<file path="src/rtl/cq_pkg.sv">
package cq_pkg;
  localparam logic [2:0] MODE_OFF   = 3'd0;
  localparam logic [2:0] MODE_SW    = 3'd1;
  localparam logic [2:0] MODE_EDGE  = 3'd2;
  localparam logic [2:0] MODE_GATE  = 3'd3;
  localparam logic [2:0] MODE_TIMER = 3'd4;

  localparam int ARM_BIT   = 3;
  localparam int KICK_BIT  = 4;
  localparam int IE_BIT    = 5;
  localparam int FIRST_LSB = 8;
  localparam int LAST_LSB  = 16;
  localparam int IDLE_BIT  = 8;

  localparam logic [1:0] ADDR_STAT = 2'd2;

  typedef enum logic [1:0] {Q_IDLE = 2'd0, Q_ARMED = 2'd1, Q_PEND = 2'd2, Q_RUN = 2'd3} qstate_t;

  // Map a raw mode code to the code the queue acts on; reserved codes and
  // unsupported gating collapse to off.
  function automatic logic [2:0] eff_mode(input logic [2:0] raw, input logic gate_ok);
    if (raw > MODE_TIMER) return MODE_OFF;
    if (raw == MODE_GATE && !gate_ok) return MODE_OFF;
    return raw;
  endfunction
endpackage

</file>
<file path="src/rtl/cq_trig.sv">
module cq_trig
  import cq_pkg::*;
#(
  parameter bit HAS_GATE = 1'b1
) (
  input  logic       clk,
  input  logic       rst,
  input  logic [2:0] mode,
  input  logic       kick,
  input  logic       ext,
  input  logic       gate,
  input  logic       tick,
  output logic       fire,
  output logic       gate_ok
);
  logic ext_q;
  logic gate_q;

  always_ff @(posedge clk) begin
    if (rst) ext_q <= 1'b0;
    else     ext_q <= ext;
  end

  if (HAS_GATE) begin : g_gate
    always_ff @(posedge clk) begin
      if (rst) gate_q <= 1'b0;
      else     gate_q <= gate;
    end
  end else begin : g_nogate
    logic unused_gate;
    assign unused_gate = gate;
    assign gate_q = 1'b0;
  end

  always_comb begin
    case (mode)
      MODE_SW:    fire = kick;
      MODE_EDGE:  fire = ext & ~ext_q;
      MODE_GATE:  fire = gate_q;
      MODE_TIMER: fire = tick;
      default:    fire = 1'b0;
    endcase
  end

  assign gate_ok = (mode != MODE_GATE) || gate_q;
endmodule

</file>
<file path="src/rtl/cq_seq.sv">
module cq_seq
  import cq_pkg::*;
#(
  parameter int PTR_W = 6
) (
  input  logic             clk,
  input  logic             rst,
  input  logic             active,
  input  logic             arm_set,
  input  logic             fire,
  input  logic             grant,
  input  logic             gate_ok,
  input  logic             conv_done,
  input  logic             eoq,
  input  logic [PTR_W-1:0] first,
  input  logic [PTR_W-1:0] last,
  input  logic             clr_done,
  output qstate_t          state,
  output logic [PTR_W-1:0] ptr,
  output logic             done,
  output logic             req,
  output logic             issue
);
  logic step;
  logic at_end;

  assign req    = (state == Q_PEND);
  assign issue  = (state == Q_RUN) && gate_ok;
  assign step   = issue && conv_done;
  assign at_end = (ptr == last) || eoq;

  always_ff @(posedge clk) begin
    if (rst) begin
      state <= Q_IDLE;
      ptr   <= '0;
      done  <= 1'b0;
    end else begin
      if (!active && !arm_set) begin
        state <= Q_IDLE;
      end else begin
        case (state)
          Q_IDLE:  if (arm_set) state <= Q_ARMED;
          Q_ARMED: if (fire) state <= Q_PEND;
          Q_PEND:  if (grant) begin
                     state <= Q_RUN;
                     ptr   <= first;
                   end
          Q_RUN:   if (step) begin
                     if (at_end) state <= Q_IDLE;
                     else        ptr   <= ptr + PTR_W'(1);
                   end
          default: state <= Q_IDLE;
        endcase
      end
      if (step && at_end) done <= 1'b1;
      else if (clr_done)  done <= 1'b0;
    end
  end
endmodule

</file>
<file path="src/rtl/cq_scan_ctrl.sv">
module cq_scan_ctrl
  import cq_pkg::*;
#(
  parameter int PTR_W  = 6,
  parameter int DATA_W = 32
) (
  input  logic              clk,
  input  logic              rst,
  input  logic              wr_en,
  input  logic [1:0]        wr_addr,
  input  logic [DATA_W-1:0] wr_data,
  input  logic [1:0]        rd_addr,
  output logic [DATA_W-1:0] rd_data,
  input  logic [1:0]        ext_trig,
  input  logic              ext_gate,
  input  logic [1:0]        timer_tick,
  input  logic              conv_done,
  input  logic              cmd_eoq,
  output logic              cmd_valid,
  output logic              cmd_queue,
  output logic [PTR_W-1:0]  cmd_ptr,
  output logic [1:0]        irq,
  output logic              both_idle
);
  localparam int NQ = 2;

  logic [NQ-1:0][2:0]       mode_raw;
  logic [NQ-1:0][2:0]       mode_eff;
  logic [NQ-1:0][2:0]       new_eff;
  logic [NQ-1:0]            ie;
  logic [NQ-1:0][PTR_W-1:0] first;
  logic [NQ-1:0][PTR_W-1:0] last;
  logic [NQ-1:0][PTR_W-1:0] q_ptr;
  qstate_t [NQ-1:0]         q_state;
  logic [NQ-1:0] active, arm_set, kick, clr, fire, gate_ok;
  logic [NQ-1:0] grant, req, issue, done, run;
  logic          busy;
  logic          unused_wr;

  assign unused_wr = &{1'b0, wr_data};

  for (genvar q = 0; q < NQ; q++) begin : g_q
    logic wr_ctl;
    assign wr_ctl      = wr_en && (wr_addr == 2'(q));
    assign mode_eff[q] = eff_mode(mode_raw[q], (q == 0));
    assign new_eff[q]  = eff_mode(wr_data[2:0], (q == 0));
    assign active[q]   = (mode_eff[q] != MODE_OFF);
    assign arm_set[q]  = wr_ctl && wr_data[ARM_BIT] && (new_eff[q] != MODE_OFF);
    assign kick[q]     = wr_ctl && wr_data[KICK_BIT];
    assign clr[q]      = wr_en && (wr_addr == ADDR_STAT) && wr_data[q];
    assign run[q]      = (q_state[q] == Q_RUN);

    cq_trig #(.HAS_GATE(q == 0)) u_trig (
      .clk(clk), .rst(rst), .mode(mode_eff[q]), .kick(kick[q]),
      .ext(ext_trig[q]), .gate(ext_gate), .tick(timer_tick[q]),
      .fire(fire[q]), .gate_ok(gate_ok[q])
    );

    cq_seq #(.PTR_W(PTR_W)) u_seq (
      .clk(clk), .rst(rst), .active(active[q]), .arm_set(arm_set[q]),
      .fire(fire[q]), .grant(grant[q]), .gate_ok(gate_ok[q]),
      .conv_done(conv_done), .eoq(cmd_eoq), .first(first[q]), .last(last[q]),
      .clr_done(clr[q]), .state(q_state[q]), .ptr(q_ptr[q]), .done(done[q]),
      .req(req[q]), .issue(issue[q])
    );
  end

  // One converter: a queue owns it from grant until completion.
  assign busy     = |run;
  assign grant[0] = !busy && req[0];
  assign grant[1] = !busy && req[1] && !req[0];

  assign cmd_valid = |issue;
  assign cmd_queue = issue[1];
  assign cmd_ptr   = run[1] ? q_ptr[1] : q_ptr[0];

  always_ff @(posedge clk) begin
    if (rst) begin
      mode_raw  <= '0;
      ie        <= '0;
      first     <= '0;
      last      <= '0;
      irq       <= '0;
      both_idle <= 1'b1;
    end else begin
      for (int q = 0; q < NQ; q++) begin
        if (wr_en && (wr_addr == 2'(q))) begin
          mode_raw[q] <= wr_data[2:0];
          ie[q]       <= wr_data[IE_BIT];
          first[q]    <= wr_data[FIRST_LSB +: PTR_W];
          last[q]     <= wr_data[LAST_LSB +: PTR_W];
        end
      end
      irq       <= done & ie;
      both_idle <= ~|active;
    end
  end

  always_ff @(posedge clk) begin
    if (rst) begin
      rd_data <= '0;
    end else begin
      rd_data <= '0;
      case (rd_addr)
        2'd0, 2'd1: begin
          rd_data[2:0]                  <= mode_raw[rd_addr[0]];
          rd_data[IE_BIT]               <= ie[rd_addr[0]];
          rd_data[FIRST_LSB +: PTR_W]   <= first[rd_addr[0]];
          rd_data[LAST_LSB +: PTR_W]    <= last[rd_addr[0]];
        end
        ADDR_STAT: begin
          rd_data[1:0]     <= done;
          rd_data[3:2]     <= q_state[0];
          rd_data[5:4]     <= q_state[1];
          rd_data[IDLE_BIT] <= both_idle;
        end
        default: rd_data <= '0;
      endcase
    end
  end
endmodule

</file>
<file path="config.mk">
export PLATFORM = sky130hd
export DESIGN_NAME = cq_scan_ctrl
export DESIGN_NICKNAME = d
export VERILOG_FILES = /design/src/rtl/cq_pkg.sv /design/src/rtl/cq_trig.sv /design/src/rtl/cq_seq.sv /design/src/rtl/cq_scan_ctrl.sv
export SDC_FILE = /design/constraint.sdc
export NUM_CORES = 1
export LEC_CHECK = 0
export ABC_AREA = 1
export BUFFER_PORTS_ARGS = -buffer_cell sky130_fd_sc_hd__buf_2
export CORE_ASPECT_RATIO = 2
export CORE_MARGIN = 5
export CORE_UTILIZATION = 25
export CTS_BUF_LIST = sky130_fd_sc_hd__clkbuf_8 sky130_fd_sc_hd__clkbuf_16
export DETAILED_ROUTE_END_ITERATION = 12
export SYNTH_ARGS = -nofsm -noshare
export SYNTH_HDL_FRONTEND = slang
export SYNTH_SLANG_ARGS = --single-unit
export TNS_END_PERCENT = 100
</file>
<file path="constraint.sdc">
create_clock -name clk -period 4.05 [get_ports clk]
set_input_delay 0.81 -clock clk [delete_from_list [all_inputs] [get_ports clk]]
set_output_delay 0.81 -clock clk [all_outputs]
set_load 0.02 [all_outputs]
</file>
* Word-level counts from Yosys, hierarchy flattened
Index checks and enable logic that the tools add are counted.
** Cells by class
- Multiplexer cells :: 56
- Equal/unequal tests :: 35
- Add/subtract/negate cells :: 2
- Bitwise operators :: 9
- $lt $le $gt $ge :: 4
- Reductions and logical operators :: 56
** Operator list (number)
- 2-to-1 mux 6 bit :: 11
- 2-to-1 mux 3 bit :: 13
- case mux 6 bit (2 select lines) :: 2
- logical AND 1 bit :: 22
- 2-to-1 mux 2 bit :: 10
- != test 2 x 1 -> 1 bit, second input constant :: 10
- AND reduction 5 bit :: 4
- case mux 2 bit (4 select lines) :: 2
- OR reduction 2 bit :: 8
- == test 3 x 2 -> 1 bit, second input constant :: 5
- 2-to-1 mux 1 bit :: 13
- adder 6 x 1 -> 6 bit, second input constant :: 2
- == test 2 bit, second input constant :: 6
- == test 6 bit :: 2
- nonzero test 3 bit :: 4
- greater-than comparator 3 bit, second input constant :: 3
- == test 2 x 1 -> 1 bit, second input constant :: 4
- zero test 2 bit :: 4
- nonzero test 2 bit :: 4
- zero test 1 bit :: 7
- == test 3 x 1 -> 1 bit, second input constant :: 2
- == test 3 bit, second input constant :: 2
- != test 3 x 2 -> 1 bit, second input constant :: 2
- NOT 1 bit :: 6
- 9 further kinds :: 14
** Storage, ports and cells
- Word-level logic and storage cells :: 185
- Bits of input ports :: 46
- Flip-flop bits (word level) :: 88

* Depth between registers and ports, before layout
Gate-level depths: netlist of run 1.
- Depth after elaboration :: 11
- Gate-level depth with buffers :: 12
- Mapped depth without buffers :: 11

* By module
From an unflattened synthesis of run 1, not the netlist that was laid out.
** Second synthesis, totals
- Cells, all modules :: 599
- Area, all modules :: 4132.7 µm²
** By module, submodules not included
- cq_scan_ctrl :: sequential area each 1061.0 µm², area an instance 2282.2 µm², cells each 282, times used 1
- cq_seq :: sequential area each 180.2 µm², area an instance 817.0 µm², cells each 140, times used 2
- cq_trig (g_q[0].u_trig) :: sequential area each 40.0 µm², area an instance 141.4 µm², cells each 24, times used 1
- cq_trig (g_q[1].u_trig) :: sequential area each 20.0 µm², area an instance 75.1 µm², cells each 13, times used 1

* Worst setup path before layout of run 1
No wires, ideal clock.
- Path type :: register to output
- Start :: register g_q[1].u_seq.state[0]
- End :: output cmd_ptr[1]
- Data arrival time :: 1.326 ns
- Data required time :: 3.240 ns
- Buffers on the path :: 2
- Setup slack :: 1.914 ns
- Cell stages (with the launch flop) :: 5
- Cells stage by stage :: dfxtp_1 -> ha_1 -> buf_6 -> clkbuf_1 -> o21ai_0
** On the way
- Word-level cells in the longest chain between the ends :: 2
** Ends and longest elaborated chain
- start: declaration :: line cq_seq.sv:18 : output qstate_t state,
- start signal: assignment :: line cq_seq.sv:34 : state <= Q_IDLE;
- start signal: assignment :: line cq_seq.sv:39 : state <= Q_IDLE;
- start signal: assignment :: line cq_seq.sv:42 : Q_IDLE: if (arm_set) state <= Q_ARMED;
- == test 2 bit :: line cq_scan_ctrl.sv:51 : assign run[q] = (q_state[q] == Q_RUN);
- 2-to-1 mux 6 bit :: line cq_scan_ctrl.sv:75 : assign cmd_ptr = run[1] ? q_ptr[1] : q_ptr[0];
- end: declaration :: line cq_scan_ctrl.sv:21 : output logic [PTR_W-1:0] cmd_ptr,
Every way passes these cells.

* Worst setup path in the final report of run 1
- Start :: register g_q[1].u_seq.state[0]
- End :: output cmd_ptr[0]
The elaborated chain is that of the path after synthesis.

==> flow_summary.yaml, run 1 <==
layout:
  diodes: 0
  stdcell_count: 793
  syn_to_final_growth_pct: 18.3
  drive_gt1_share_pct: 18.6
  post-route-util_pct: 30.2
  fin_nets: 651
synthesis:
  post-synth-top-count-cell: "nand2_1"
  synth_area_leaders: "dfxtp_1 (39%), nand2_1 (10%), nor2_1 (7.6%)"
  syn-cell-area_mm2: 0.00381
  yosys-top-cells-count: "nand2_1 (106), nor2_1 (77), dfxtp_1 (74)"
  yosys_register_bits: 74
  synthArstFlopShare_pct: 0
  synthFlopType: "dfxtp_1"
  yosysWarnings: 0
  avgSynthCellArea_um2: 7.04
  yosysTopAreaCell: "dfxtp_1"
  yosysSeqAreaShare_pct: 38.9
  yosysUniqueCellTypes: 41
  synth_edf_count: 0
  synthCells: 541
  synth_top_area_share_pct: 38.9
clock_network:
  cts_made_buffers: 9
  clkLatencyLatePin_ns: 0.34
  cts-resized-gates: 0
  path_clk_slew_ns: 0.06
  clock-root-buffer: "clkbuf_16"
  holdBufCountCts: 0
  postCtsSetupBuffers: 0
  cts_sinks: 74
  cts_tree: "built"
  clock_path_buffers: 2
  htreeDepth: 3
power:
  seq_power_share_pct: 44.0
  switching_share_pct: 26.6
  irDropWorstVdd_mv: 0.198
  p_sw_w: 0.000467
  powerDensity_mw_per_mm2: 389
  power_frac_clock_pct: 45.5
  p_int_w: 0.00129
  p_leak_nw: 2.03
  p_comb_share_pct: 10.6
worst_setup_path:
  cp-end-kind: "output port"
  critPathKind: "flip-flop to output port"
  r2r_cells: 10
  reg2reg_from: "g_q[0].u_seq.state[0]"
  required_ns: 3.24
  startpoint_type: "flip-flop"
  arrival_ns: 1.73
  cp_max_fo: 19
  r2r_setup_slack_ns: 2.07
  r2r-end: "g_q[1].u_seq.state[1]"
die:
  dieArea_mm2: 0.0179
  coreArea_mm2: 0.0149
  rows: 63
  dieWidth_um: 97.3
  start_util_pct: 25.5
  ios: 89
  fp.dieH_um: 184
global_routing:
  first_global_vias: 3445
  grt_max_degree: 49
  track_usage_pct: 13.0
  grt_first_pass_wirelength_mm: 18.0
  antenna_found_initial: 0
  grt-ovfl-total: 0
route:
  drt_iter0_markers: 245
  wl_mm: 11.5
  avgViaCountPerCell: 4.45
  ant_nets: 0
  drc: 0
  wire_per_inst_um: 14.5
  vias: 3528
  first_pass_iters: 4
sta:
  timing.final.crit_period_ns: 2.54
  worst_pin_slew_ns: 0.968
  max_freq_mhz: 394
  setup_viol: 0
  rsz0062_at_grt: "false"
  drv_slew: 0
  fin_crit_sh_pct: 62.7
  hold_viol: 0
  fin_setup_tns_ns: 0
  finalClockSkew_ns: 0.00945
  slew_headroom_pct: 35.2
  setup_slack_ns: 1.51
placed_design:
  dp_cells: 777
  port_buffers: 60
  place_ws_ns: 1.61
  hpwl_mm: 8.71
  gp_congestion: 0.859
worst_hold_path:
  holdPathStages: 2
  holdPathEnd: "irq[0]"
  worst_hold_path_type: "flip-flop to flip-flop"
  holdCritStartpoint: "ie[0]"
run:
  maxCapViolCount: 0
status:
  status: "finished clean"
## kinds of logic after synthesis
logic type,share of synthesized area (%)
adder cells (fa/ha/maj),3.94
XOR/XNOR,1.41
AO/OA/AOI/OAI,16.3
multiplexers,0.526
other,0.0985
buffers and inverters,11.4
flip-flops,38.9
AND/OR/NAND/NOR,27.3
## registers in the layout (all words and copies together), names as in the netlist
register,flops
first,12
g_q.u_trig.gate_q,1
irq,2
both_idle,1
g_q.u_seq.state,4
g_q.u_seq.done,2
g_q.u_seq.ptr,12
g_q.u_trig.ext_q,2
rd_data,18
mode_raw,6
last,12
ie,2
## metrics by stage
step	hold slack, ns	total power (W)	area, µm²
floorplan	0.426	0.000919	3850
global placement	0.445	0.000971	4210
detailed placement	0.443	0.000973	4210
CTS	0.457	0.00178	4500
global route	0.489	0.00183	4500
finish	0.454	0.00175	4500
## cell usage in the layout (no fill, tap or decap), drive strengths merged, types with 5 or more instances in the layout
cell type,n
nand2,114
inv,61
dfxtp,74
a21oi,45
o21ai,58
nor2,83
clkinv,5
ha,12
nand3,24
clkbuf,9
buf,62
nor3,5
o22ai,6
conb,14
## worst max path at each step
| stage | cells past startpoint | slack, ns | startpoint | endpoint |
|---|---|---|---|---|
| after CTS | 5 | 1.45 | g_q[1].u_seq.state[0] | cmd_ptr[0] |
| after global routing | 5 | 1.35 | g_q[1].u_seq.state[1] | cmd_ptr[0] |
| after global placement | 11 | 1.63 | wr_addr[1] | g_q[0].u_seq.state[0] |
| after detailed placement | 11 | 1.61 | wr_addr[1] | g_q[0].u_seq.state[0] |
| after floorplan | 4 | 1.91 | g_q[1].u_seq.state[0] | cmd_ptr[1] |
| final | 5 | 1.51 | g_q[1].u_seq.state[0] | cmd_ptr[0] |
## area by class of cell
cell class | count | area, µm²
clock inverters | 7 | 68.8
multi-input cells | 385 | 1940
inverters | 61 | 231
fillers | 1677 | 10400
flip-flops and latches | 74 | 1480
repair buffers | 62 | 315
well taps | 195 | 244
clock buffers | 9 | 225
## critical path, stage by stage, from the launching register on
cell and delay, ns:
dfxtp_1 0.36, ha_1 0.15, buf_4 0.23, clkinv_2 0.22, a21oi_1 0.23, buf_2 0.19
## power groups by stage
stage               sequential, W  combinational [W]  clock (W)
finish                   0.000771           0.000185   0.000798
floorplan                0.000791           0.000127          0
global route             0.000773           0.000207   0.000852
global placement         0.000787           0.000184          0
detailed placement       0.000788           0.000186          0
CTS                      0.000771           0.000186   0.000820
## metal layers
metal | vias to the layer above | share of wire (%) | GRT usage (%)
met2 | 100 | 54 | 24.5
met3 | 10 | 4.5 | 2.39
li1 | 1821 | - | -
met5 | - | 0 | 0
met4 | 0 | 2.6 | 6.16
met1 | 1597 | 39 | 13.8
Power figures use the tool's default switching activity.
==> run 2, diff against run 1 <==
Clock period 4.05 ns to 2.45 ns, I/O delays scaled along.
==> run 2 against run 1 <==
  * Total power rose by 68%
  * Sequential power up 65%
  * Register-to-register slack got worse by 1.3 ns
  * Final area grew 1.6%
  * Via count up 1.4%
  * Clock skew up 0.00069 ns
  * Routed wire length down 0.63%
  * Critical path depth shrank 1
  * Non-clock buffer count grew 8
  * Sequential cell count did not move
  * First-iteration DRC count fell by 24%
  * Sequential share of layout area is 0.50 points lower
  * Critical path type unchanged
==> flow_summary.yaml, run 2 (synthesis results as in run 1) <==
layout:
  finalInstanceArea_mm2: 0.00457
  drive_gt1_share_pct: 19.7
  top_register: "rd_data"
  num-fill-cells: 1659
  fin_nets: 659
  diodes: 0
  final_cell_mix: "nand2_1 (106), nor2_1 (77), dfxtp_1 (74)"
  register_area_mm2: 0.00148
  mostFrequentLayoutCell: "nand2_1"
  syn_to_final_growth_pct: 20.2
  multi_input_area_mm2: 0.00194
  largest_register_ffs: 18
clock_network:
  cts_made_buffers: 9
  path_clk_slew_ns: 0.06
  htreeDepth: 3
  clock-root-buffer: "clkbuf_16"
  cts-resized-gates: 0
  postCtsSetupBuffers: 0
  cts_sinks: 74
  cts_tree: "built"
  holdBufCountCts: 0
  clkLatencyLatePin_ns: 0.34
  clock_path_buffers: 2
power:
  seq_power_share_pct: 43.1
  p_int_w: 0.00219
  powerDensity_mw_per_mm2: 646
  p_comb_share_pct: 10.6
  irDropWorstVdd_mv: 0.323
  power_frac_clock_pct: 46.3
  p_leak_nw: 2.07
  finalPower_w: 0.00295
  p_sw_w: 0.000767
  switching_share_pct: 26.0
global_routing:
  track_usage_pct: 13.0
  antenna_found_initial: 0
  grt_max_degree: 26
  grt_first_pass_wirelength_mm: 18.0
  first_global_vias: 3449
  grt-ovfl-total: 0
route:
  wire_per_inst_um: 14.3
  drc: 0
  first_pass_iters: 4
  wl_mm: 11.4
  ant_nets: 0
  vias: 3577
  drt_iter0_markers: 185
  avgViaCountPerCell: 4.47
worst_setup_path:
  cp-end-kind: "output port"
  critPathKind: "flip-flop to output port"
  startpoint_type: "flip-flop"
  arrival_ns: 1.64
  required_ns: 1.96
  cp_max_fo: 17
sta:
  drv_slew: 0
  finalClockSkew_ns: 0.0101
  fin_setup_tns_ns: 0
  timing.final.crit_period_ns: 2.13
  rsz0062_at_grt: "false"
  max_freq_mhz: 469
  fin_crit_sh_pct: 87.0
  setup_viol: 0
  hold_viol: 0
placed_design:
  gp_congestion: 0.866
  post_dp_cell_area_mm2: 0.00427
  hpwl_mm: 9.18
  port_buffers: 60
run:
  maxCapViolCount: 0
die:
  dieWidth_um: 97.3
  start_util_pct: 25.5
  dieArea_mm2: 0.0179
  ios: 89
  coreArea_mm2: 0.0149
  fp.dieH_um: 184
  rows: 63
worst_hold_path:
  worst_hold_path_type: "input pin to flip-flop"
status:
  status: "finished clean"
[run 2: changes by cell type in the layout (fill, tap and decap cells not counted), sizes merged]
cell / change
buf: +8
inv: -2
clkbuf: +2
clkinv: -1
[run 2: through the flow]
step                util [%]  instances  setup slack, ns  hold slack [ns]
floorplan                  -        554            0.634            0.426
global placement        28.7        785            0.614            0.453
global route            30.7        800            0.193            0.378
detailed placement      28.7        785            0.583            0.451
CTS                     30.7        800            0.270            0.365
finish                  30.7        800            0.319            0.363
[run 2: area by class of cell]
type / instances / area share, %
multi-input combinational: 385 / 42.4
sequential: 74 / 32.4
timing repair buffer: 70 / 8.21
clock buffer: 11 / 5.53
tap: 195 / 5.33
inverter: 61 / 5.06
clock inverter: 4 / 1.12
[run 2: per-layer routing]
layer  track usage, %  wire length, µm
met5                0                0
met4             7.21              422
met3             1.70              395
met2             24.6             6250
met1             13.6             4360
[run 2: path summary, 6_finish.rpt]
| kind | start | to | slack (ns) | depth (start not counted) |
|---|---|---|---|---|
| min | ext_trig[1] | g_q[1].u_trig.ext_q | 0.36 | 3 |
| min reg2reg | ie[0] | irq[0] | 0.46 | 2 |
| max | g_q[1].u_seq.state[0] | cmd_ptr[1] | 0.32 | 4 |
| max reg2reg | g_q[1].u_seq.state[0] | g_q[1].u_seq.ptr[2] | 0.72 | 9 |
[run 2: critical path: stages, from the launching register on]
cell and delay [ns]:
dfxtp_1 0.33, ha_1 0.24, buf_4 0.21, o21ai_0 0.29
buf_2 0.23
[run 2: power groups by stage]
stage	logic (W)	registers [W]	clock network, W
global route	0.000349	0.00128	0.00144
detailed placement	0.000314	0.00130	0
finish	0.000313	0.00127	0.00137
floorplan	0.000211	0.00131	0
global placement	0.000313	0.00130	0
CTS	0.000315	0.00127	0.00139
